File: src/rtl/fus_pkg.sv
package fus_pkg;
  typedef enum logic [3:0] {
    ST_IDLE, ST_CLR, ST_ARR0, ST_CFG, ST_UNL, ST_P1_REQ, ST_P1_CHK, ST_RDS,
    ST_ST_REQ, ST_ST_CHK, ST_RES, ST_RDS2, ST_P2_REQ, ST_P2_CHK, ST_ARR1, ST_DONE
  } fus_state_e;

  localparam logic [15:0] CMD_CLR   = 16'h0050;
  localparam logic [15:0] CMD_ARRAY = 16'h00FF;
  localparam logic [15:0] CMD_CFG   = 16'h0060;
  localparam logic [15:0] CMD_CONF  = 16'h00D0;
  localparam logic [15:0] CMD_STAT  = 16'h0070;

  localparam int RDY_BIT  = 7;
  localparam int SUSP_BIT = 6;
endpackage

File: src/rtl/fus_blk_ctr.sv
module fus_blk_ctr #(
  parameter int NUM_BLOCKS = 8,
  parameter int BLK_SHIFT  = 16,
  parameter int ADDR_W     = 24
) (
  input  logic              clk,
  input  logic              rst_n,
  input  logic              clr,
  input  logic              adv,
  output logic              last,
  output logic [ADDR_W-1:0] base_addr
);
  localparam int IDX_W = (NUM_BLOCKS > 1) ? $clog2(NUM_BLOCKS) : 1;
  localparam logic [IDX_W-1:0] LAST_IDX = IDX_W'(NUM_BLOCKS - 1);

  logic [IDX_W-1:0]  idx_q, idx_d;
  logic              idx_en;
  logic [ADDR_W-1:0] idx_ext;

  assign idx_en = clr | adv;

  always_comb begin
    idx_d = idx_q;
    if (clr)      idx_d = '0;
    else if (adv) idx_d = idx_q + 1'b1;
  end

  always_ff @(posedge clk or negedge rst_n) begin
    if (!rst_n)      idx_q <= '0;
    else if (idx_en) idx_q <= idx_d;
  end

  assign last      = (idx_q == LAST_IDX);
  assign idx_ext   = ADDR_W'(idx_q);
  assign base_addr = idx_ext << BLK_SHIFT;
endmodule

File: src/rtl/fus_step_fsm.sv
module fus_step_fsm
  import fus_pkg::*;
(
  input  logic        clk,
  input  logic        rst_n,
  input  logic        start,
  input  logic        last,
  input  logic [15:0] rdata,
  output logic        we,
  output logic        re,
  output logic [15:0] wdata,
  output logic        busy,
  output logic        done,
  output logic        ctr_clr,
  output logic        ctr_adv
);
  fus_state_e state_q, state_d;
  logic       rdy, susp;
  logic       unused_rdata;

  assign rdy          = rdata[RDY_BIT];
  assign susp         = rdata[SUSP_BIT];
  assign unused_rdata = ^{rdata[15:8], rdata[5:0]};

  always_comb begin
    state_d = state_q;
    unique case (state_q)
      ST_IDLE:   if (start) state_d = ST_CLR;
      ST_CLR:    state_d = ST_ARR0;
      ST_ARR0:   state_d = ST_CFG;
      ST_CFG:    state_d = ST_UNL;
      ST_UNL:    state_d = ST_P1_REQ;
      ST_P1_REQ: state_d = ST_P1_CHK;
      ST_P1_CHK: state_d = rdy ? ST_RDS : ST_P1_REQ;
      ST_RDS:    state_d = ST_ST_REQ;
      ST_ST_REQ: state_d = ST_ST_CHK;
      ST_ST_CHK: state_d = susp ? ST_RES : ST_ARR1;
      ST_RES:    state_d = ST_RDS2;
      ST_RDS2:   state_d = ST_P2_REQ;
      ST_P2_REQ: state_d = ST_P2_CHK;
      ST_P2_CHK: state_d = rdy ? ST_ARR1 : ST_P2_REQ;
      ST_ARR1:   state_d = last ? ST_DONE : ST_CLR;
      ST_DONE:   state_d = ST_IDLE;
      default:   state_d = ST_IDLE;
    endcase
  end

  always_ff @(posedge clk or negedge rst_n) begin
    if (!rst_n) state_q <= ST_IDLE;
    else        state_q <= state_d;
  end

  always_comb begin
    we    = 1'b0;
    wdata = CMD_ARRAY;
    unique case (state_q)
      ST_CLR:  begin we = 1'b1; wdata = CMD_CLR;   end
      ST_ARR0: begin we = 1'b1; wdata = CMD_ARRAY; end
      ST_CFG:  begin we = 1'b1; wdata = CMD_CFG;   end
      ST_UNL:  begin we = 1'b1; wdata = CMD_CONF;  end
      ST_RDS:  begin we = 1'b1; wdata = CMD_STAT;  end
      ST_RES:  begin we = 1'b1; wdata = CMD_CONF;  end
      ST_RDS2: begin we = 1'b1; wdata = CMD_STAT;  end
      ST_ARR1: begin we = 1'b1; wdata = CMD_ARRAY; end
      default: ;
    endcase
  end

  assign re      = (state_q == ST_P1_REQ) || (state_q == ST_ST_REQ) || (state_q == ST_P2_REQ);
  assign busy    = (state_q != ST_IDLE) && (state_q != ST_DONE);
  assign done    = (state_q == ST_DONE);
  assign ctr_clr = (state_q == ST_IDLE) && start;
  assign ctr_adv = (state_q == ST_ARR1) && !last;
endmodule

File: src/rtl/flash_unlock_seq.sv
module flash_unlock_seq #(
  parameter int NUM_BLOCKS = 8,
  parameter int BLK_SHIFT  = 16,
  parameter int ADDR_W     = 24
) (
  input  logic              clk,
  input  logic              rst_n,
  input  logic              start,
  output logic              busy,
  output logic              done,
  output logic              fl_we,
  output logic              fl_re,
  output logic [ADDR_W-1:0] fl_addr,
  output logic [15:0]       fl_wdata,
  input  logic [15:0]       fl_rdata
);
  logic ctr_clr, ctr_adv, last;

  fus_blk_ctr #(
    .NUM_BLOCKS(NUM_BLOCKS),
    .BLK_SHIFT (BLK_SHIFT),
    .ADDR_W    (ADDR_W)
  ) u_ctr (
    .clk      (clk),
    .rst_n    (rst_n),
    .clr      (ctr_clr),
    .adv      (ctr_adv),
    .last     (last),
    .base_addr(fl_addr)
  );

  fus_step_fsm u_fsm (
    .clk    (clk),
    .rst_n  (rst_n),
    .start  (start),
    .last   (last),
    .rdata  (fl_rdata),
    .we     (fl_we),
    .re     (fl_re),
    .wdata  (fl_wdata),
    .busy   (busy),
    .done   (done),
    .ctr_clr(ctr_clr),
    .ctr_adv(ctr_adv)
  );
endmodule

File: config.mk
export PLATFORM = sky130hd
export DESIGN_NAME = flash_unlock_seq
export DESIGN_NICKNAME = d
export VERILOG_FILES = /design/src/rtl/fus_pkg.sv /design/src/rtl/fus_blk_ctr.sv /design/src/rtl/fus_step_fsm.sv /design/src/rtl/flash_unlock_seq.sv
export SDC_FILE = /design/constraint.sdc
export NUM_CORES = 1
export LEC_CHECK = 0
export ABC_AREA = 1
export BUFFER_PORTS_ARGS = -buffer_cell sky130_fd_sc_hd__buf_4
export CAP_MARGIN = 15
export CORE_MARGIN = 8
export CORE_UTILIZATION = 41
export DETAILED_ROUTE_END_ITERATION = 7
export MAX_ROUTING_LAYER = met4
export PLACE_DENSITY = 0.84
export RECOVER_POWER = 25
export REMOVE_ABC_BUFFERS = 1
export SYNTH_ARGS = -nofsm -noshare
export SYNTH_HDL_FRONTEND = slang
export SYNTH_HIERARCHICAL = 1
export SYNTH_SLANG_ARGS = --single-unit
File: constraint.sdc
create_clock -name clk -period 4.14 [get_ports clk]
set_input_delay 0.207 -clock clk [delete_from_list [all_inputs] [get_ports clk]]
set_output_delay 0.207 -clock clk [all_outputs]
set_load 0.005 [all_outputs]
==> reports/qor.txt <==
Worst EP required -> 4.28 ns
Layout cell share with drive strength beyond 1 -> 17.8%
Critical path type -> register to register
Sequential area share after synthesis -> 22.7%
Peak supply drop -> 291 µV
Area Overhead vs Synth -> 6.80%
Die area -> 3530 µm²
Main combinational cell family by area after synthesis -> buffers and inverters
CTS Root Cell -> clkbuf_4
Commonest non-fill, non-tap cell in the layout -> conb_1
Die width -> 59.4 µm
Post-route ant nets -> 0
Post-Synthesis Cells -> 118
Vias per cell -> 4.08
Minimum clock period -> 1.63 ns
RD Place Congestion -> 0.909
Max Cap Viol -> 0
Most frequent cells in the layout -> 30 x conb_1, 27 x nand2_1, 17 x buf_4
WP depth -> 6
PD cells -> 677 nW/µm²
Seq. cell area -> 175 µm²
DP Area -> 793 µm²
Post-CTS sizing -> 0
Leakage Power -> 0.000494 µW
Final hold viol count -> 0
Run status -> complete, no violations
CORE AREA -> 1750 µm²
Area occupied by multi-input gates -> 399 µm²
Final Cycle Share -> 39.5%
CTS H-tree depth -> 1
Fill cells -> 196
Met2 usage -> 15.9%
Worst-path cell chain -> ha_1, ha_1, nor3_1, nor2_2, nand2_1, nand2_1
Rows -> 15
Simple-Gate Fraction of Synth Area -> 29.1%
DRC viols -> 0
IO Port Bufs -> 18
WL final -> 1.68 mm
Placed insts -> 155
Clock Path Buffers -> 2
CP endpoint kind -> register
Vias in the first global route -> 629
Synth Register Bits -> 7
Largest net degree at the start of global routing -> 8
Vias -> 653
Sink Count -> 7
Unrepaired setup endpoints after global routing -> false
TNS Setup -> 0 ns
Yosys cell types -> 16
Yosys Warn Count -> 6
Synth area leader -> buf_4
Wirelength per Cell -> 10.5 µm
Die Ht -> 59.4 µm
Drt pass-1 iters -> 4
# diodes -> 0
Leading post-synthesis cells by cell area -> buf_4 32%, dfrtp_1 23%, nand2_1 13%
First-pass GRT wire length -> 2.60 mm
XOR/XNOR share of the synthesized area -> 0%
All-Layer GR Usage -> 9.51%
Largest stage delay on the critical path -> 0.44 ns
CTS tree -> done
Finish-stage setup viols -> 0
FF-to-FF End -> u_ctr/idx_q[0]$_DFFE_PN0P_
Clock skew -> 0.000424 ns
Worst-skew pair later-pin latency -> 0.24 ns
Initial antenna violation count -> 0
Worst reg2reg path depth -> 6
Syn Std Cell Area -> 773 µm²
Nets -> 157
GR Overflow Total -> 0
Multiplexer area fraction after synthesis -> 0%
FMAX -> 0.612 GHz
Met1 Usage GRT -> 9.68%
Crit-path max FO -> 4
Crit path capture -> u_ctr/idx_q[0]$_DFFE_PN0P_
Met3 Usage GRT -> 3.04%
Initial Util -> 44.3%
Top cell family by delay on the critical path -> simple AND/OR/NAND/NOR gates
Finished Layout Cells -> 160
Pins Over Slew Limit -> 0
Num ports -> 63
Post-route cell area -> 826 µm²
Drt first-iter violations -> 4
Reg-to-Reg Start -> u_ctr/idx_q[0]$_DFFE_PN0P_
HP Class -> input pin to register
R2R Setup Slk -> 2.51 ns
Clk slew on worst S/H paths -> 0.05 ns
Slowest cell on crit path -> nor3_1
Inserted Clock Buffers -> 3
Top-area cell type share of the netlist area -> 32.0%
Synth Area in Adders -> 3.24%
Compound-Gate Fraction of Synth Area -> 4.69%
Worst setup path start -> u_ctr/idx_q[0]$_DFFE_PN0P_
Hpwl dp -> 1.47 mm
Crit path arrival time -> 1.77 ns
Critical Path Source Type -> register
Avg Inst Size Synth -> 6.55 µm²
Buffer and inverter count on the worst path -> 0
Gr busiest metal -> met2
## cell usage after synthesis (all sizes together)
master and count:
nor2 13, conb 3, dfrtp 7, nand3 7, a21oi 2, ha 2, nand2 28, o22ai 1
o21ai 4, buf 33, inv 14, nor3 2, nand4 2
## worst register-to-register path, cell delays in order, from the launching register on
cell and delay [ns]:
dfrtp_1 0.41, ha_1 0.23, ha_1 0.20, nor3_1 0.44
nor2_2 0.10, nand2_1 0.09, nand2_1 0.06
## power by group
part,leakage [µW],internal (µW),total [µW],switching [µW]
Combinational,0.000388,172,372,200
Clock,0.0000150,36.7,60.6,23.9
Sequential,0.0000905,93.8,126,32.6
## worst min-delay path by stage
stage	endpoint	start	depth (start not counted)
global placement	u_ctr/idx_q[1]$_DFFE_PN0P_	rst_n	1
global route	u_fsm/state_q[0]$_DFFE_PN0P_	start	3
CTS	u_fsm/state_q[0]$_DFFE_PN0P_	start	3
detailed placement	u_ctr/idx_q[0]$_DFFE_PN0P_	rst_n	1
finish	u_fsm/state_q[0]$_DFFE_PN0P_	start	3
floorplan	u_ctr/idx_q[0]$_DFFE_PN0P_	rst_n	0
## cell type report
| class | instances | area share [%] |
|---|---|---|
| Clock buffer | 4 | 3.18 |
| Inverter | 14 | 6.36 |
| Multi-Input combinational cell | 91 | 48.3 |
| Sequential cell | 7 | 21.2 |
| Tap cell | 25 | 3.79 |
| Timing Repair Buffer | 19 | 17.1 |
## stage by stage
step / hold slack [ns] / worst slack [ns] / utilization, % / total power (µW)
after floorplan: -0.0886 / 2.70 / - / 319
after global placement: 0.0227 / 2.60 / 45.4 / 489
after detailed placement: 0.0259 / 2.53 / 45.4 / 502
after CTS: 0.187 / 2.51 / 47.5 / 566
after global routing: 0.202 / 2.36 / 47.3 / 622
final: 0.195 / 2.51 / 47.3 / 559
## state kept, by name (all words and copies together), names as in the netlist
register,cells
u_ctr/idx_q,3
u_fsm/state_q,4
## repair_timing
action / in CTS / in global routing
hold buffers: 1 / 0
endpoints found under the setup margin: 0 / 0
buffers inserted: 0 / 0
hold endpoints to repair: 7 / 0
## logic make-up after synthesis
kind of cell / Yosys count
compound gates: 7
simple gates: 52
buf+inv: 47
flops: 7
other cells: 3
fa+ha+maj: 2
## metal layers
metal	vias to the layer above	part of all wire, %
li1	336	-
met1	286	42
met2	31	47
met3	0	11
met4	0	0
met5	-	0
Note: power is estimated with default switching activity, not from simulation.
